<file path="src/rtl/swcPkg.sv">
package swcPkg;
  typedef enum logic [1:0] {
    ST_RUN     = 2'd0,
    ST_STANDBY = 2'd1,
    ST_WAKE    = 2'd2
  } modeState_t;

  localparam int CAUSE_W = 2;

  typedef enum logic [CAUSE_W-1:0] {
    CAUSE_RESET = 2'd0,
    CAUSE_IRQ   = 2'd1,
    CAUSE_EVENT = 2'd2,
    CAUSE_DEBUG = 2'd3
  } wakeCause_t;

  typedef struct packed {
    logic enter;
    logic wake;
    logic resume;
  } ctrlStrobe_t;
endpackage

</file>
<file path="src/rtl/swcControl.sv">
module swcControl
  import swcPkg::*;
(
  input  logic        clk,
  input  logic        rstN,
  input  logic        wfiReq,
  input  logic        wfeReq,
  input  logic        wakeNow,
  input  logic        entryBlocked,
  output ctrlStrobe_t strobe,
  output modeState_t  state
);
  modeState_t stateNext;

  always_comb begin
    strobe    = '0;
    stateNext = state;
    unique case (state)
      ST_RUN: begin
        if ((wfiReq || wfeReq) && !entryBlocked) begin
          strobe.enter = 1'b1;
          stateNext    = ST_STANDBY;
        end
      end
      ST_STANDBY: begin
        if (wakeNow) begin
          strobe.wake = 1'b1;
          stateNext   = ST_WAKE;
        end
      end
      ST_WAKE: begin
        strobe.resume = 1'b1;
        stateNext     = ST_RUN;
      end
      default: stateNext = ST_RUN;
    endcase
  end

  always_ff @(posedge clk or negedge rstN) begin
    if (!rstN) state <= ST_RUN;
    else       state <= stateNext;
  end
endmodule

</file>
<file path="src/rtl/swcDatapath.sv">
module swcDatapath
  import swcPkg::*;
#(
  parameter int IRQ_W = 8
) (
  input  logic             clk,
  input  logic             rstN,
  input  ctrlStrobe_t      strobe,
  input  logic [IRQ_W-1:0] irqRaw,
  input  logic [IRQ_W-1:0] irqMask,
  input  logic             eventPulse,
  input  logic             dbgReq,
  input  logic             dbgEnable,
  input  logic             wfeReq,
  output logic             wakeNow,
  output logic             entryBlocked,
  output logic             entryWfe,
  output logic             coreClkEn,
  output logic             wakeLogicEn,
  output logic             standbyMode,
  output wakeCause_t       wakeCause
);
  // Masked and unmasked lines are both wake sources; the split keeps the mask visible.
  logic irqMaskedHit, irqOpenHit, irqAny;
  logic dbgArmedHit, dbgQuietHit, dbgAny;
  logic eventHit;
  wakeCause_t causeNext;

  assign irqMaskedHit = |(irqRaw & irqMask);
  assign irqOpenHit   = |(irqRaw & ~irqMask);
  assign irqAny       = irqMaskedHit | irqOpenHit;
  assign dbgArmedHit  = dbgReq & dbgEnable;
  assign dbgQuietHit  = dbgReq & ~dbgEnable;
  assign dbgAny       = dbgArmedHit | dbgQuietHit;
  assign eventHit     = entryWfe & eventPulse;

  assign wakeNow      = irqAny | dbgAny | eventHit;
  assign entryBlocked = irqAny | dbgAny | (wfeReq & eventPulse);

  always_comb begin
    if (dbgAny)      causeNext = CAUSE_DEBUG;
    else if (irqAny) causeNext = CAUSE_IRQ;
    else             causeNext = CAUSE_EVENT;
  end

  always_ff @(posedge clk or negedge rstN) begin
    if (!rstN) begin
      entryWfe    <= 1'b0;
      coreClkEn   <= 1'b1;
      standbyMode <= 1'b0;
      wakeLogicEn <= 1'b0;
      wakeCause   <= CAUSE_RESET;
    end else begin
      if (strobe.enter) begin
        entryWfe    <= wfeReq;
        coreClkEn   <= 1'b0;
        standbyMode <= 1'b1;
        wakeLogicEn <= 1'b1;
      end
      if (strobe.wake) begin
        wakeCause <= causeNext;
      end
      if (strobe.resume) begin
        entryWfe    <= 1'b0;
        coreClkEn   <= 1'b1;
        standbyMode <= 1'b0;
        wakeLogicEn <= 1'b0;
      end
    end
  end
endmodule

</file>
<file path="src/rtl/standbyWakeCtrl.sv">
module standbyWakeCtrl
  import swcPkg::*;
#(
  parameter int IRQ_W = 8
) (
  input  logic             clk,
  input  logic             rstN,
  input  logic [IRQ_W-1:0] irqRaw,
  input  logic [IRQ_W-1:0] irqMask,
  input  logic             eventPulse,
  input  logic             dbgReq,
  input  logic             dbgEnable,
  input  logic             wfiReq,
  input  logic             wfeReq,
  output logic             coreClkEn,
  output logic             wakeLogicEn,
  output logic             standbyMode,
  output logic [1:0]       wakeCause
);
  ctrlStrobe_t strobe;
  modeState_t  ctrlState;
  wakeCause_t  causeReg;
  logic        wakeNow, entryBlocked, entryWfe;

  swcControl u_control (
    .clk          (clk),
    .rstN         (rstN),
    .wfiReq       (wfiReq),
    .wfeReq       (wfeReq),
    .wakeNow      (wakeNow),
    .entryBlocked (entryBlocked),
    .strobe       (strobe),
    .state        (ctrlState)
  );

  swcDatapath #(.IRQ_W(IRQ_W)) u_datapath (
    .clk          (clk),
    .rstN         (rstN),
    .strobe       (strobe),
    .irqRaw       (irqRaw),
    .irqMask      (irqMask),
    .eventPulse   (eventPulse),
    .dbgReq       (dbgReq),
    .dbgEnable    (dbgEnable),
    .wfeReq       (wfeReq),
    .wakeNow      (wakeNow),
    .entryBlocked (entryBlocked),
    .entryWfe     (entryWfe),
    .coreClkEn    (coreClkEn),
    .wakeLogicEn  (wakeLogicEn),
    .standbyMode  (standbyMode),
    .wakeCause    (causeReg)
  );

  assign wakeCause = causeReg;
endmodule

</file>
<file path="config.mk">
export PLATFORM = sky130hd
export DESIGN_NAME = standbyWakeCtrl
export DESIGN_NICKNAME = d
export VERILOG_FILES = /design/src/rtl/swcPkg.sv /design/src/rtl/swcControl.sv /design/src/rtl/swcDatapath.sv /design/src/rtl/standbyWakeCtrl.sv
export SDC_FILE = /design/constraint.sdc
export NUM_CORES = 1
export LEC_CHECK = 0
export BUFFER_PORTS_ARGS = -buffer_cell sky130_fd_sc_hd__buf_2
export CAP_MARGIN = 20
export CORE_AREA = 4 4 41 43
export DETAILED_ROUTE_END_ITERATION = 8
export DIE_AREA = 0 0 45 47
export PLACE_DENSITY_LB_ADDON = 0.05
export SLEW_MARGIN = 20
export SYNTH_ARGS = -nofsm -noshare
export SYNTH_HDL_FRONTEND = slang
export SYNTH_SLANG_ARGS = --single-unit
</file>
<file path="constraint.sdc">
create_clock -name clk -period 1.2 [get_ports clk]
set_input_delay 0.18 -clock clk [delete_from_list [all_inputs] [get_ports clk]]
set_output_delay 0.18 -clock clk [all_outputs]
set_load 0.05 [all_outputs]
</file>
==> results_dict.tcl, run 1 <==
set metrics [dict create \
    grt_pass1_wl_mm 1.37 \
    top_reg_cell_synth "sky130_fd_sc_hd__dfrtp_1" \
    final_design_area_no_fill_um2 533 \
    synth.lib_cells_used.distinct 21 \
    grt_antenna_before_repair 0 \
    clkPwrFrac 0.396 \
    hp-start "wfeReq" \
    synth-seq-area-share 0.464 \
    maximum_number_of_pins_on_one_net_before_global_route_repair 8 \
    max_cap_viols 0 \
    netlist.top_cell.by_area "sky130_fd_sc_hd__dfrtp_1" \
    post_synth_inst_count 34 \
    achievable-frequency_mhz 869 \
    final_wtd_congestion 0.661 \
    netSwitchingPower_uw 134 \
    setup_total_negative_slack_ns 0 \
    syn-cell-area_um2 380 \
    antenna_fix_cells 0 \
    fraction_of_power_consumed_by_sequential_logic 0.457 \
    first_global_vias 309 \
    cpMaxStageDelayCell "sky130_fd_sc_hd__dfstp_2" \
    worst-r2r-cell-count 3 \
    core_area_mm2 0.00130 \
    tritoncts "yes" \
    final.period_utilization 0.959 \
    power.ir.vdd_worst_uv 469 \
    syn_avg_cell_area_um2 11.2 \
    synth-seq-cells 7 \
    report.final.slew_viol_count 0 \
    io_buffers 18 \
    share_of_async_settable_or_async_resettable_flops_after_synthesis 1.00 \
    routed_wirelength_um 844 \
    clock-root-buffer "sky130_fd_sc_hd__clkbuf_4" \
    effective_utilization_at_floorplan 0.292 \
    timing.critical_path.from "u_datapath.coreClkEn" \
    critical-path-top-delay-family "flip-flops" \
    areaGrowthSynthToFinish_pct 40.1 \
    cts_made_buffers 3 \
    internal_power_uw 400 \
    outcome "finished, final reports clean" \
    timing.critical_path.cells "buf_4" \
    die_x_um 45 \
    required_arrival_time_at_the_worst_endpoint_ns 1.02 \
    worstSkewPairLatency_ns 0.25 \
    grt_setup_unrepaired "false" \
    cts_htree_levels 1 \
    postSynthNetCount 57 \
    synth_largest_type_area_fraction 0.395 \
    io_count 28 \
    critical_path_cell_count 1 \
    slew_headroom 0.820 \
    layout_setup_ws_ns 0.0497 \
    layout_cell_share_with_drive_strength_beyond_1 0.474 \
    yosys.cell_count.top_type "sky130_fd_sc_hd__dfrtp_1" \
    max-clock-path-buffers 2 \
    die-area_mm2 0.00212 \
    critical_path.startpoint_type "flip-flop" \
    timing.hold.worst_path_depth 3 \
    total_power_uw 534 \
    hold_viol_final 0 \
    synthesis.yosys.warnings 0 \
    grt_use_total 0.0922 \
    core.rowCount 13 \
    timing.final.setup_violations 0 \
    worstHoldPathType "in -> reg" \
    remaining_drc_errors 0 \
    fin_skew_ns 0.000381 \
    clkSlewWorstSetupHoldPaths_ns 0.05 \
    critical_path_peak_fanout 2 \
    routed_via_density 4.74 \
    final_period_minus_worst_setup_slack_ns 1.15 \
    grt_overflow_total 0 \
    ys_top_cells_by_count "sky130_fd_sc_hd__dfrtp_1 (6), sky130_fd_sc_hd__nand2_1 (4)" \
    power-per-cell-area_mw_per_mm2 1000 \
    netlist_top_cells_area "sky130_fd_sc_hd__dfrtp_1 (39%), sky130_fd_sc_hd__nor4_4 (11%), sky130_fd_sc_hd__dfstp_2 (6.9%)" \
    critPathMaxStageDelay_ns 0.53 \
    preCtsSetupSlack_ns 0.0360 \
    placed_cell_area_um2 489 \
    crit_end_element "output port" \
    crit_arrival_ns 0.97 \
    first_pass_iters 4 \
    worst_pin_slew_ns 0.268 \
    critPathKind "reg -> out" \
    die-height_um 47 \
    post_drt_wl_per_cell_um 11.7 \
    p_leak_uw 0.000260 \
    fin_nets 81 \
    comb_power_share 0.146 \
    rr_startpoint "u_control.state[1]" \
    critical_path_buf_inv_count 1 \
    number_of_enable_flip_flop_cells_after_synthesis 0 \
    power_switching_share 0.251 \
    cts_num_sinks 7 \
    fillerInstances 144 \
    first_iter_violations 4 \
    route.antenna.remaining_nets 0 \
    number_of_vias_in_the_routed_layout 341 \
]
==> registers in the layout, summed over array words and instances, names as in the netlist <==
| signal | flops |
|---|---|
| u_datapath.entryWfe | 1 |
| u_datapath.wakeLogicEn | 1 |
| u_control.state | 2 |
| u_datapath.wakeCause | 2 |
| u_datapath.coreClkEn | 1 |
==> metal layers <==
layer / wire length [um] / up-vias / track usage
met2: 432 / 13 / 0.158
met5: 0 / - / 0
li1: - / 171 / -
met1: 339 / 157 / 0.0972
met4: 0 / 0 / 0.0175
met3: 71 / 0 / 0.0575
==> placed cells by master (no fill, tap or decap), drive strengths merged <==
cell	count
nor2b	2
dlygate4sd3	1
buf	19
nor3	2
mux2i	1
a21bo	1
a211oi	1
and3b	1
nor4	2
clkbuf	4
and4bb	1
nand2	4
o2111ai	1
nand2b	2
nand3	1
a21oi	1
nor2	1
inv	2
o21ai	2
a221oi	1
dfstp	1
dfrtp	6
==> tightest hold or removal path, stage by stage <==
cell	delay, ns
sky130_fd_sc_hd__buf_2	0.11
sky130_fd_sc_hd__inv_1	0.04
sky130_fd_sc_hd__mux2i_1	0.05
==> logic make-up (layout without fill, tap and decap cells) <==
| family | Yosys count | after routing | synth area share |
|---|---|---|---|
| buf+inv | 3 | 26 | 0.0395 |
| compound gates | 7 | 7 | 0.148 |
| simple gates | 16 | 16 | 0.322 |
| mux | 1 | 1 | 0.0263 |
| flops | 7 | 7 | 0.464 |
==> path summary, 6_finish.rpt <==
path,to,slack [ns]
hold reg to reg,u_datapath.wakeLogicEn,0.49
max in group asynchronous,u_datapath.coreClkEn,0.68
setup reg to reg,u_datapath.coreClkEn,0.10
setup / recovery,coreClkEn,0.05
hold / removal,u_datapath.entryWfe,0.18
min in group asynchronous,u_datapath.entryWfe,0.29
==> timing repair <==
action                                  CTS  global route
endpoints found under the setup margin    1             2
buffers inserted                          0             0
endpoints found under the hold margin     7             0
pin swaps                                 0             0
hold buffers                              1             0
gates resized for setup                   1             1
==> cell type report <==
class | instances | area [um^2] | share of cell area
clock buffers | 4 | 26.3 | 0.0493
repair buffers | 20 | 110 | 0.207
inverters | 2 | 7.51 | 0.0141
multi-input cells | 24 | 194 | 0.364
well taps | 15 | 18.8 | 0.0352
flip-flops and latches | 7 | 176 | 0.331
==> power by group through the flow <==
stage	Combinational, uW	Clock (uW)	Sequential (uW)
after floorplan	24.7	0	259
after global placement	73.7	0	248
after detailed placement	75.4	0	248
after CTS	79.0	219	244
after global routing	84.9	240	245
final	78.2	212	244
==> through the flow <==
step | hold WS, ns | instances | util
finish | 0.184 | 72 | 0.410
global route | 0.216 | 72 | 0.410
CTS | 0.180 | 72 | 0.406
detailed placement | 0.0201 | 67 | 0.376
global placement | 0.0165 | 67 | 0.376
floorplan | -0.116 | 34 | -
(Power assumes the default switching activity.)
==> run 2, diff against run 1 <==
--- a/config.mk
+++ b/config.mk
@@ -6,11 +6,12 @@
 export NUM_CORES = 1
 export LEC_CHECK = 0
 export BUFFER_PORTS_ARGS = -buffer_cell sky130_fd_sc_hd__buf_2
-export CAP_MARGIN = 20
+export CAP_MARGIN = 40
 export CORE_AREA = 4 4 41 43
+export CTS_BUF_LIST = sky130_fd_sc_hd__clkbuf_2
 export DETAILED_ROUTE_END_ITERATION = 8
 export DIE_AREA = 0 0 45 47
-export PLACE_DENSITY_LB_ADDON = 0.05
+export PLACE_DENSITY = 0.66
 export SLEW_MARGIN = 20
 export SYNTH_ARGS = -nofsm -noshare
 export SYNTH_HDL_FRONTEND = slang
==> run 2 against run 1 <==
Largest cell class unchanged. Core utilization fell by 0.48 points. Critical path depth did not move. Clock skew rose by 0.0028 ns.
==> results_dict.tcl, run 2 (synthesized netlist as in run 1, its figures left out) <==
set metrics [dict create \
    hold_viol_final 0 \
    required_arrival_time_at_the_worst_endpoint_ns 1.02 \
    achievable-frequency_mhz 874 \
    clock-root-buffer "sky130_fd_sc_hd__clkbuf_2" \
    most-common-layout-cells "sky130_fd_sc_hd__buf_2 (17), sky130_fd_sc_hd__dfrtp_1 (6), sky130_fd_sc_hd__nand2_1 (4), sky130_fd_sc_hd__clkbuf_2 (4)" \
    outcome "finished, final reports clean" \
    cts_made_buffers 3 \
    max_cap_viols 0 \
    critical-path-top-delay-family "flip-flops" \
    p_leak_uw 0.000262 \
    timing.hold.worst_path_depth 3 \
    first_global_vias 343 \
    worst-r2r-cell-count 3 \
    tritoncts "yes" \
    critical_path_buf_inv_count 1 \
    final_period_minus_worst_setup_slack_ns 1.14 \
    critPathMaxStageDelay_ns 0.53 \
    cts_htree_levels 1 \
    power-per-cell-area_mw_per_mm2 960 \
    rr_startpoint "u_control.state[1]" \
    grt_setup_unrepaired "false" \
    largestRegisters "u_control.state x2, u_datapath.wakeCause x2" \
    die-area_mm2 0.00212 \
    regToRegEndpoint "u_datapath.coreClkEn" \
    routed_via_density 4.94 \
    worstHoldPathType "in -> reg" \
    clkSlewWorstSetupHoldPaths_ns 0.08 \
    crit_end_element "output port" \
    power.ir.vdd_worst_uv 334 \
    report.final.slew_viol_count 0 \
    core.rowCount 13 \
    timing.critical_path.cells "buf_4" \
    layout_setup_ws_ns 0.0562 \
    fin_nets 81 \
    grt_pass1_wl_mm 1.40 \
    worstSkewPairLatency_ns 0.24 \
    first_pass_iters 2 \
    final.period_utilization 0.953 \
    critPathKind "reg -> out" \
    setup_total_negative_slack_ns 0 \
    dp_hpwl_um 682 \
    io_buffers 18 \
    critical_path_cell_count 1 \
    preCtsSetupSlack_ns 0.0459 \
    timing.critical_path.from "u_datapath.coreClkEn" \
    route.antenna.remaining_nets 0 \
    critical_path.startpoint_type "flip-flop" \
    routed_wirelength_um 787 \
    crit_path_end "coreClkEn" \
    core_area_mm2 0.00130 \
    cpMaxStageDelayCell "sky130_fd_sc_hd__dfstp_2" \
    crit_arrival_ns 0.96 \
    die-height_um 47 \
    first_iter_violations 1 \
    final_wtd_congestion 0.783 \
    grt_overflow_total 0 \
    antenna_fix_cells 0 \
    cts_num_sinks 7 \
    maximum_number_of_pins_on_one_net_before_global_route_repair 8 \
    effective_utilization_at_floorplan 0.292 \
    remaining_drc_errors 0 \
    worst_pin_slew_ns 0.258 \
    io_count 28 \
    number_of_vias_in_the_routed_layout 356 \
    areaGrowthSynthToFinish_pct 38.5 \
    max-clock-path-buffers 2 \
    timing.final.setup_violations 0 \
    grt_antenna_before_repair 0 \
    grt_use_total 0.0979 \
    post_drt_wl_per_cell_um 10.9 \
    critical_path_peak_fanout 2 \
    layout.cells.most_common "sky130_fd_sc_hd__buf_2" \
    slew_headroom 0.827 \
    timing.reg2reg.setup_slack_ns 0.11 \
    fin_skew_ns 0.00318 \
    layout_cell_share_with_drive_strength_beyond_1 0.491 \
    die_x_um 45 \
]
run 2: cell count changes in the layout (fill, tap and decap cells not counted):
cell / previous run / this run
sky130_fd_sc_hd__clkbuf_4: 3 / 0
sky130_fd_sc_hd__clkbuf_1: 1 / 0
sky130_fd_sc_hd__clkbuf_2: 0 / 4
run 2: layout make-up:
class                      instances  area (um^2)
sequential                         7          176
multi-input combinational         24          194
inverter                           2         7.51
tap                               15         18.8
clock buffer                       4         20.0
timing repair buffer              20          110
fill                             142          774
run 2: power by group:
group          internal [uW]  switching, uW
Sequential               241           2.51
Clock                   88.6           95.9
Combinational           31.7           46.1
Total                    361            145
run 2: worst min-delay path, delay by kind of cell:
family	cells	cell delay (ns)
buffers and inverters	2	0.15
muxes	1	0.05
run 2: metal layers:
metal	track usage	share of wire	vias up
met3	0.0230	0.099	5
met5	0	0	-
met4	0.105	0.050	0
met2	0.161	0.45	19
li1	-	-	168
met1	0.0974	0.40	164
run 2: worst min path at each step:
stage	from	to	slack [ns]
6_report	wfeReq	u_datapath.entryWfe	0.18
5_1_grt	wfeReq	u_datapath.entryWfe	0.18
4_1_cts	wfeReq	u_datapath.entryWfe	0.18
3_5_place_dp	rstN	u_datapath.wakeLogicEn	0.02
3_3_place_gp	rstN	u_datapath.wakeLogicEn	0.02
2_1_floorplan	rstN	u_control.state[0]	-0.12
run 2: repair_timing:
action,CTS,global route
resized for setup,1,1
setup buffers,0,0
endpoints found under the setup margin,1,2
hold endpoints to repair,7,0
hold buffers,1,0
run 2: through the flow:
step           utilization  std cells  hold WS (ns)  total power (uW)  area (um^2)
2_1_floorplan            -         34        -0.116               284          380
3_3_place_gp         0.376         67        0.0182               322          489
3_5_place_dp         0.376         67        0.0246               324          489
4_1_cts              0.401         72         0.179               508          522
5_1_grt              0.405         72         0.179               532          527
6_report             0.405         72         0.178               506          527
